File: config.mk
export PLATFORM = sky130hd
export DESIGN_NAME = ret_addr_stack
export DESIGN_NICKNAME = d
export VERILOG_FILES = /design/src/rtl/ras_pkg.sv /design/src/rtl/ras_ctrl.sv /design/src/rtl/ras_store.sv /design/src/rtl/ras_irq_gate.sv /design/src/rtl/ret_addr_stack.sv
export SDC_FILE = /design/constraint.sdc
export NUM_CORES = 1
export LEC_CHECK = 0
export ABC_AREA = 1
export BUFFER_PORTS_ARGS = -buffer_cell sky130_fd_sc_hd__buf_2
export CAP_MARGIN = 30
export CORE_MARGIN = 3
export CORE_UTILIZATION = 30
export DETAILED_ROUTE_END_ITERATION = 7
export SLEW_MARGIN = 20
export SYNTH_ARGS = -nofsm -noshare
export SYNTH_HDL_FRONTEND = slang
export SYNTH_HIERARCHICAL = 1
export SYNTH_SLANG_ARGS = --single-unit
File: constraint.sdc
create_clock -name clk -period 2.4 [get_ports clk]
set_input_delay 0.24 -clock clk [delete_from_list [all_inputs] [get_ports clk]]
set_output_delay 0.24 -clock clk [all_outputs]
set_load 0.02 [all_outputs]
File: src/rtl/ras_pkg.sv
package ras_pkg;

    // Occupancy of the return stack
    typedef enum logic [1:0] {
        OCC_EMPTY   = 2'd0,
        OCC_PARTIAL = 2'd1,
        OCC_FULL    = 2'd2
    } occ_state_e;

    // Interrupt gating
    typedef enum logic {
        GATE_IDLE = 1'b0,
        GATE_PEND = 1'b1
    } gate_state_e;

    // Operation applied to the storage at the next edge
    typedef enum logic [1:0] {
        OP_NONE = 2'd0,
        OP_PUSH = 2'd1,
        OP_POP  = 2'd2
    } stack_op_e;

endpackage

File: src/rtl/ras_ctrl.sv
module ras_ctrl
    import ras_pkg::*;
#(
    parameter int DEPTH = 8,
    parameter int PTR_W = 3
) (
    input  logic             clk,
    input  logic             rst_n,
    input  logic             push_req,
    input  logic             pop_req,
    output stack_op_e        op_o,
    output logic [PTR_W-1:0] wr_idx_o,
    output logic [PTR_W-1:0] rd_idx_o,
    output logic             full_o
);
    localparam int CNT_W = $clog2(DEPTH + 1);
    localparam logic [PTR_W-1:0] LAST_IDX = PTR_W'(DEPTH - 1);
    localparam logic [CNT_W-1:0] ONE_LEFT = CNT_W'(DEPTH - 1);

    occ_state_e       state, state_d;
    logic [CNT_W-1:0] cnt, cnt_d;
    logic [PTR_W-1:0] top, top_d;
    stack_op_e        op;

    function automatic logic [PTR_W-1:0] idx_up(input logic [PTR_W-1:0] p);
        return (p == LAST_IDX) ? '0 : p + 1'b1;
    endfunction

    function automatic logic [PTR_W-1:0] idx_down(input logic [PTR_W-1:0] p);
        return (p == '0) ? LAST_IDX : p - 1'b1;
    endfunction

    // Pop wins over push; a pop on an empty stack is dropped (UNDERRUN)
    always_comb begin
        if (pop_req) begin
            op = (state == OCC_EMPTY) ? OP_NONE : OP_POP;
        end else if (push_req) begin
            op = OP_PUSH;
        end else begin
            op = OP_NONE;
        end
    end

    // Next state, occupancy and pointer
    always_comb begin
        state_d = state;
        cnt_d   = cnt;
        top_d   = top;
        unique case (state)
            OCC_EMPTY: begin
                if (op == OP_PUSH) begin                  // FIRST_PUSH
                    state_d = (DEPTH == 1) ? OCC_FULL : OCC_PARTIAL;
                    cnt_d   = cnt + 1'b1;
                    top_d   = idx_up(top);
                end
            end
            OCC_PARTIAL: begin
                if (op == OP_PUSH) begin
                    if (cnt == ONE_LEFT) begin            // FILL
                        state_d = OCC_FULL;
                    end
                    cnt_d = cnt + 1'b1;
                    top_d = idx_up(top);
                end else if (op == OP_POP) begin
                    if (cnt == CNT_W'(1)) begin           // DRAIN
                        state_d = OCC_EMPTY;
                    end
                    cnt_d = cnt - 1'b1;
                    top_d = idx_down(top);
                end
            end
            OCC_FULL: begin
                if (op == OP_PUSH) begin                  // OVERWRITE
                    top_d = idx_up(top);
                end else if (op == OP_POP) begin          // RELEASE
                    state_d = (DEPTH == 1) ? OCC_EMPTY : OCC_PARTIAL;
                    cnt_d   = cnt - 1'b1;
                    top_d   = idx_down(top);
                end
            end
            default: begin
                state_d = OCC_EMPTY;
                cnt_d   = '0;
                top_d   = '0;
            end
        endcase
    end

    // State register
    always_ff @(posedge clk or negedge rst_n) begin
        if (!rst_n) begin
            state <= OCC_EMPTY;
            cnt   <= '0;
            top   <= '0;
        end else begin
            state <= state_d;
            cnt   <= cnt_d;
            top   <= top_d;
        end
    end

    // Outputs
    always_comb begin
        op_o     = op;
        wr_idx_o = top;
        rd_idx_o = idx_down(top);
        full_o   = (state == OCC_FULL);
    end

endmodule

File: src/rtl/ras_store.sv
module ras_store #(
    parameter int DEPTH  = 8,
    parameter int PTR_W  = 3,
    parameter int DATA_W = 12
) (
    input  logic              clk,
    input  logic              rst_n,
    input  logic              wr_en,
    input  logic [PTR_W-1:0]  wr_idx,
    input  logic [DATA_W-1:0] wr_data,
    input  logic [PTR_W-1:0]  rd_idx,
    output logic [DATA_W-1:0] rd_data
);
    logic [DATA_W-1:0] slot [DEPTH];

    for (genvar g = 0; g < DEPTH; g++) begin : g_slot
        always_ff @(posedge clk or negedge rst_n) begin
            if (!rst_n) begin
                slot[g] <= '0;
            end else if (wr_en && (wr_idx == PTR_W'(g))) begin
                slot[g] <= wr_data;
            end
        end
    end

    always_comb begin
        rd_data = '0;
        for (int i = 0; i < DEPTH; i++) begin
            if (rd_idx == PTR_W'(i)) begin
                rd_data = slot[i];
            end
        end
    end

endmodule

File: src/rtl/ras_irq_gate.sv
module ras_irq_gate
    import ras_pkg::*;
(
    input  logic clk,
    input  logic rst_n,
    input  logic irq_req_i,
    input  logic full_i,
    input  logic call_i,
    input  logic ret_i,
    output logic ack_o
);
    gate_state_e state, state_d;
    logic        blocked;
    logic        grant;

    always_comb begin
        blocked = full_i || call_i || ret_i;
        grant   = (state == GATE_PEND) && !blocked;
    end

    always_comb begin
        state_d = state;
        unique case (state)
            GATE_IDLE: begin
                if (irq_req_i) begin                 // ARM
                    state_d = GATE_PEND;
                end
            end
            GATE_PEND: begin
                if (grant && !irq_req_i) begin       // GRANT
                    state_d = GATE_IDLE;
                end                                  // HOLD or REARM otherwise
            end
            default: state_d = GATE_IDLE;
        endcase
    end

    // State register
    always_ff @(posedge clk or negedge rst_n) begin
        if (!rst_n) begin
            state <= GATE_IDLE;
        end else begin
            state <= state_d;
        end
    end

    // Outputs
    always_comb begin
        ack_o = grant;
    end

endmodule

File: src/rtl/ret_addr_stack.sv
module ret_addr_stack
    import ras_pkg::*;
#(
    parameter int PC_W  = 12,
    parameter int DEPTH = 8
) (
    input  logic            clk,
    input  logic            rst_n,
    input  logic            call_i,
    input  logic            ret_i,
    input  logic            irq_req_i,
    input  logic [PC_W-1:0] pc_i,
    output logic [PC_W-1:0] pc_o,
    output logic            full_o,
    output logic            irq_ack_o
);
    localparam int PTR_W = (DEPTH > 1) ? $clog2(DEPTH) : 1;

    stack_op_e        op;
    logic [PTR_W-1:0] wr_idx;
    logic [PTR_W-1:0] rd_idx;
    logic             full;
    logic             ack;

    ras_irq_gate u_gate (
        .clk       (clk),
        .rst_n     (rst_n),
        .irq_req_i (irq_req_i),
        .full_i    (full),
        .call_i    (call_i),
        .ret_i     (ret_i),
        .ack_o     (ack)
    );

    ras_ctrl #(
        .DEPTH (DEPTH),
        .PTR_W (PTR_W)
    ) u_ctrl (
        .clk      (clk),
        .rst_n    (rst_n),
        .push_req (call_i || ack),
        .pop_req  (ret_i),
        .op_o     (op),
        .wr_idx_o (wr_idx),
        .rd_idx_o (rd_idx),
        .full_o   (full)
    );

    ras_store #(
        .DEPTH  (DEPTH),
        .PTR_W  (PTR_W),
        .DATA_W (PC_W)
    ) u_store (
        .clk     (clk),
        .rst_n   (rst_n),
        .wr_en   (op == OP_PUSH),
        .wr_idx  (wr_idx),
        .wr_data (pc_i),
        .rd_idx  (rd_idx),
        .rd_data (pc_o)
    );

    assign full_o    = full;
    assign irq_ack_o = ack;

endmodule

==> results.ini, run 1 <==
[run]
drv_cap=0

[outcome]
violations=negative setup slack
status=complete, but fails checks

[cells_and_area]
area_delta_synth_final_pct=22.6
drive_above_1_share_pct=19.3
diodes=0
fin_util_pct=38.2
fin_cells=920
fin_nets=723

[synthesis]
synthSimpleGateAreaFrac_pct=27.9
ys_seq_area_share_pct=50.4
ys.flop_type=dfrtp_1
synth-compound-area-share_pct=11.2
netlist_area_mm2=0.00526
synth_edf_count=0
synthArstFlopShare_pct=100
synth-xor-area-share_pct=0.166
synth_top_family_by_area=simple AND/OR/NAND/NOR gates
synthAdderAreaFrac_pct=2.62
synth.avg_cell_area_um2=8.16
synth_nets=673
ys_warn_count=6
synth_mux_area_share_pct=0
ys_ff_latch=106
syn_inst=645
synth_cell_type_count=27

[clock_network]
clock_sinks=106
cts_tree=yes
cts_inserted_buffers=9
clockBufferDepth=2
ctsHtreeMaxLevel=3
clock_latency_ns=0.35
root_buffer=clkbuf_16
cts.clk_slew.worst_paths_ns=0.08

[global_routing]
grt_pass1_vias=4410
globalRouteOverflowTotal=0
grtUsageMet3_pct=2.56
busiest_layer=met2
grt_pass1_wl_um=23500
track_usage_pct=15.0
use_met2_pct=24.7
antenna_found_initial=0
grt.met1_usage_pct=20.3
grt_max_degree=47

[floorplan]
coreArea_mm2=0.0169
start_util_pct=31.2
die_y_um=138
die_w_um=138
fp-row-count=47
pin_count=31
die_area_mm2=0.0192

[sta]
hold_viol=0
rsz0062_at_grt=true
tightest_slew_ns=0.599
tns_ns=-0.505
setup_viol=12
fin_crit_ns=2.46
relSlewSlack_pct=60.1
fin_skew_ns=0.0117
finalMaxSlewViolations=0
worst_slack_ns=-0.0644
period_share_pct=103
fmax_mhz=406

[route]
drt_iter0_drc=415
vias_per_cell=4.99
avgRoutedWirePerCell_um=15.4
ant_nets=0
drc=0
drt_wl_total_um=14100
firstDrtPassIters=5
num_vias=4589

[power_and_ir_drop]
leakagePower_nw=3.06
ir_drop_mv=0.923
power_density_mw_per_mm2=1540

[placed_design]
gp_congestion=0.797
dp_hpwl_um=8820
dp.cells=888
port-buffer-count=30

[worst_setup_path]
arrival_ns=2.22
cp_max_fo=15
crit_type=reg2out
crit_path_end_kind=primary output
crit_required_ns=2.16
start_kind=flop

[worst_hold_path]
hp-class=in2reg

## where the power goes
part / total [mW] / leakage [nW] / switching (mW) / internal [mW]
combinational: 5.40 / 1.57 / 3.10 / 2.30
clock: 1.46 / 0.140 / 0.709 / 0.754
sequential: 3.07 / 1.35 / 0.507 / 2.56
## metrics by stage
step                      area [um^2]  hold WS (ns)  setup WS [ns]  total power [mW]
after floorplan                  5270       -0.0556         0.0539              5.96
after global placement           5750         0.289        -0.0393              7.14
after detailed placement         5750         0.288        -0.0513              7.20
after CTS                        6380        0.0726        -0.0562              9.74
after global routing             6450        0.0893         -0.199              10.7
final                            6450        0.0817        -0.0644              9.93
## layout make-up
type | count | area, um^2
inverters | 57 | 231
repair buffers | 73 | 689
clock buffers | 10 | 239
clock inverters | 6 | 60.1
flip-flops and latches | 106 | 2650
well taps | 220 | 275
fillers | 1693 | 10400
multi-input cells | 448 | 2300
## cell usage in the layout, fill, tap and decap left out, drive strengths merged, types with 2 or more instances in the layout
cell type	netlist	final
ha	11	11
buf	26	68
a21oi	14	14
inv	57	59
nor3	4	4
o21ai	99	99
bufbuf	0	4
clkbuf	8	10
nand4	61	61
nand2	177	177
nor2	57	57
clkinvlp	0	2
dfrtp	106	106
nand3	22	22
clkinv	0	2
## cell usage after synthesis (4+ instances only)
library cell,instances,area [um^2]
a21oi_1,14,70.1
buf_2,16,80.1
buf_4,6,45.0
clkbuf_1,4,15.0
clkbuf_2,4,20.0
dfrtp_1,106,2650
ha_1,11,138
inv_1,49,184
inv_2,8,30.0
nand2_1,172,646
nand2_2,5,31.3
nand3_1,20,100
nand4_1,61,382
nor2_1,51,191
nor2_2,4,25.0
o21ai_0,90,450
o21ai_1,7,35.0
## path summary, 6_finish.rpt
kind	start	end	slack, ns	cells after the start
max in group asynchronous	rst_n	u_store/slot[85]	1.27	3
setup / recovery	u_ctrl/wr_idx_o[0]	pc_o[0]	-0.06	11
hold / removal	irq_req_i	u_gate/state	0.08	3
min in group asynchronous	rst_n	u_store/slot[10]	0.45	2
setup reg to reg	u_ctrl/state[0]	u_store/slot[70]	0.11	17
hold reg to reg	u_gate/state	u_gate/state	0.48	2
## routing by layer
metal	up-vias	part of all wire [%]
met1	2190	46
met4	0	1.7
met5	-	0
li1	2243	-
met2	134	49
met3	22	3.8
## logic make-up (layout without fill, tap and decap cells)
logic type	after synthesis	after routing
adders and majority gates	11	11
DFF	106	106
buffers and inverters	91	146
and+or+nand+nor	321	321
AOI/OAI and AO/OA	115	115
xor gates and xnor gates	1	1
## worst max-delay path, stage by stage, from the launching register on
cell and delay, ns:
dfrtp_1 0.40, inv_2 0.13, ha_4 0.17, o21ai_2 0.08
o21ai_4 0.10, inv_4 0.09, bufbuf_16 0.29, nand4_1 0.07
nand4_1 0.14, nor2_1 0.15, nand4_1 0.09, buf_4 0.17
## registers in the layout (all words and copies together), names as in the netlist
register / cells
u_ctrl/cnt: 4
u_gate/state: 1
u_store/slot: 96
u_ctrl/state: 2
u_ctrl/wr_idx_o: 3
## what timing repair did
action                                  in CTS  in global routing
gates cloned                                 5                  0
endpoints found under the setup margin      12                108
setup buffers                                8                  2
hold buffers                                 1                  0
resized for setup                           43                 23
pin swaps                                    2                  2
hold endpoints to repair                    42                  0
No activity file was read; power rests on OpenSTA's default activity.
==> run 2, diff against run 1 <==
Settings changed: CORE_UTILIZATION 30 to 60, PLACE_DENSITY from default to 0.79.
==> results.ini, run 2 (synthesis gave the netlist of run 1 again) <==
[clock_network]
clock_sinks=106
cts.clk_slew.worst_paths_ns=0.10
cts_tree=yes
ctsHtreeMaxLevel=3
clock_latency_ns=0.37
cts_inserted_buffers=9
clockBufferDepth=2
root_buffer=clkbuf_8

[floorplan]
die_y_um=99.6
die_area_mm2=0.00993
die_w_um=99.6
fp-row-count=33
start_util_pct=62.8
pin_count=31
coreArea_mm2=0.00838

[worst_setup_path]
reg2reg_from=u_ctrl/state[0]
r2r_cells=17
start_kind=flop
crit_required_ns=2.16
crit_type=reg2out
cp-startpoint=u_ctrl/wr_idx_o[1]
cp-endpoint=pc_o[10]
crit_path_end_kind=primary output
arrival_ns=2.28
r2r_setup_slack_ns=0.12
rr_endpoint=u_store/slot[51]
cp_max_fo=7

[power_and_ir_drop]
clkPwrFrac_pct=11.3
combPwrFrac_pct=56.8
p_int_mw=5.30
p_sw_share_pct=45.3
ir_drop_mv=1.25
sequentialPowerShare_pct=31.9
power.total_mw=9.69
power.switching_mw=4.38
power_density_mw_per_mm2=1550
leakagePower_nw=3.03

[cells_and_area]
multi_input_area_mm2=0.00233
fin_cells=812
layout_commonest_cell=nand2_1
diodes=0
regArea_mm2=0.00265
final_cell_mix=nand2_1 (152), dfrtp_1 (106), o21ai_0 (86), nand4_1 (61), nor2_1 (47)
largest_register_ffs=96
postLayoutCellArea_mm2=0.00624
largest_register=u_store/slot
fin_nets=730
drive_above_1_share_pct=22.1
fillCellCount=564
area_delta_synth_final_pct=18.6

[global_routing]
grt_pass1_vias=4563
track_usage_pct=28.8
grt_max_degree=69
grt_pass1_wl_um=22700
antenna_found_initial=0
globalRouteOverflowTotal=0

[placed_design]
gp_congestion=0.884
dp.cells=774
place_area_mm2=0.00560
port-buffer-count=30
dp_hpwl_um=8540

[run]
drv_cap=0

[route]
drt_wl_total_um=13800
drt_iter0_drc=451
firstDrtPassIters=5
avgRoutedWirePerCell_um=17.0
ant_nets=0
num_vias=4791
vias_per_cell=5.90
drc=0

[sta]
fin_crit_ns=2.52
worst_slack_ns=-0.117
rsz0062_at_grt=true
tns_ns=-0.977
relSlewSlack_pct=65.2
fin_skew_ns=0.00901
fmax_mhz=397
hold_viol=0
period_share_pct=105
finalMaxSlewViolations=0
tightest_slew_ns=0.523
setup_viol=12

[worst_hold_path]
hp-class=in2reg

[outcome]
status=complete, but fails checks
violations=negative setup slack

[run 2: cell types whose count changed in the layout (fill, tap and decap cells not counted), sizes merged]
cell      delta
clkbuf       +1
clkinvlp     -1
bufbuf       -3
buf         +10
[run 2: worst min path at each step]
stage          startpoint       endpoint  slack (ns)  depth (start not counted)
6_report        irq_req_i   u_gate/state        0.06                          3
5_1_grt         irq_req_i   u_gate/state        0.07                          3
4_1_cts         irq_req_i   u_gate/state        0.06                          3
3_5_place_dp        rst_n  u_ctrl/cnt[1]        0.25                          1
3_3_place_gp        rst_n  u_ctrl/cnt[1]        0.24                          1
2_1_floorplan       rst_n  u_ctrl/cnt[0]       -0.06                          0
[run 2: power by group through the flow]
stage	Sequential, mW	Clock (mW)	Combinational [mW]
final	3.09	1.09	5.50
after global routing	3.16	1.20	5.96
after CTS	3.06	1.09	5.24
after detailed placement	3.05	0	4.15
after global placement	3.04	0	4.00
after floorplan	2.93	0	3.04
[run 2: area by class of cell]
cell class / count / share of cell area (%)
Inverter: 57 / 3.59
Clock buffer: 11 / 2.43
Sequential cell: 106 / 42.5
Clock inverter: 5 / 0.722
Timing Repair Buffer: 80 / 11.3
Tap cell: 105 / 2.11
Multi-Input combinational cell: 448 / 37.3
[run 2: per-stage QoR]
| step | utilization (%) | setup slack, ns | hold WS [ns] |
|---|---|---|---|
| 2_1_floorplan | - | 0.0539 | -0.0556 |
| 3_3_place_gp | 66.8 | 0.0455 | 0.243 |
| 5_1_grt | 74.4 | -0.229 | 0.0652 |
| 3_5_place_dp | 66.8 | -0.0468 | 0.251 |
| 6_report | 74.4 | -0.117 | 0.0557 |
| 4_1_cts | 73.3 | -0.0467 | 0.0602 |
[run 2: worst max-delay path: stages, from the launching register on]
cell       delay (ns)
dfrtp_1          0.42
inv_2            0.12
ha_4             0.17
o21ai_2          0.07
o21ai_2          0.11
inv_4            0.12
bufbuf_16        0.29
nand4_1          0.08
nand4_1          0.12
nor2_2           0.15
nand4_1          0.11
buf_6            0.15
[run 2: per-layer routing]
layer	routed length, um	vias up	global-route usage [%]
li1	-	2248	-
met1	5810	2307	40.6
met5	0	-	0
met2	6800	215	44.9
met3	997	21	6.03
met4	213	0	9.56
[run 2: what timing repair did]
item	CTS	global route
endpoints found under the hold margin	38	0
setup endpoints to repair	12	108
hold buffers	1	0
cloned	4	0
buffers inserted	10	8
pin swaps	12	13
resized for setup	57	25
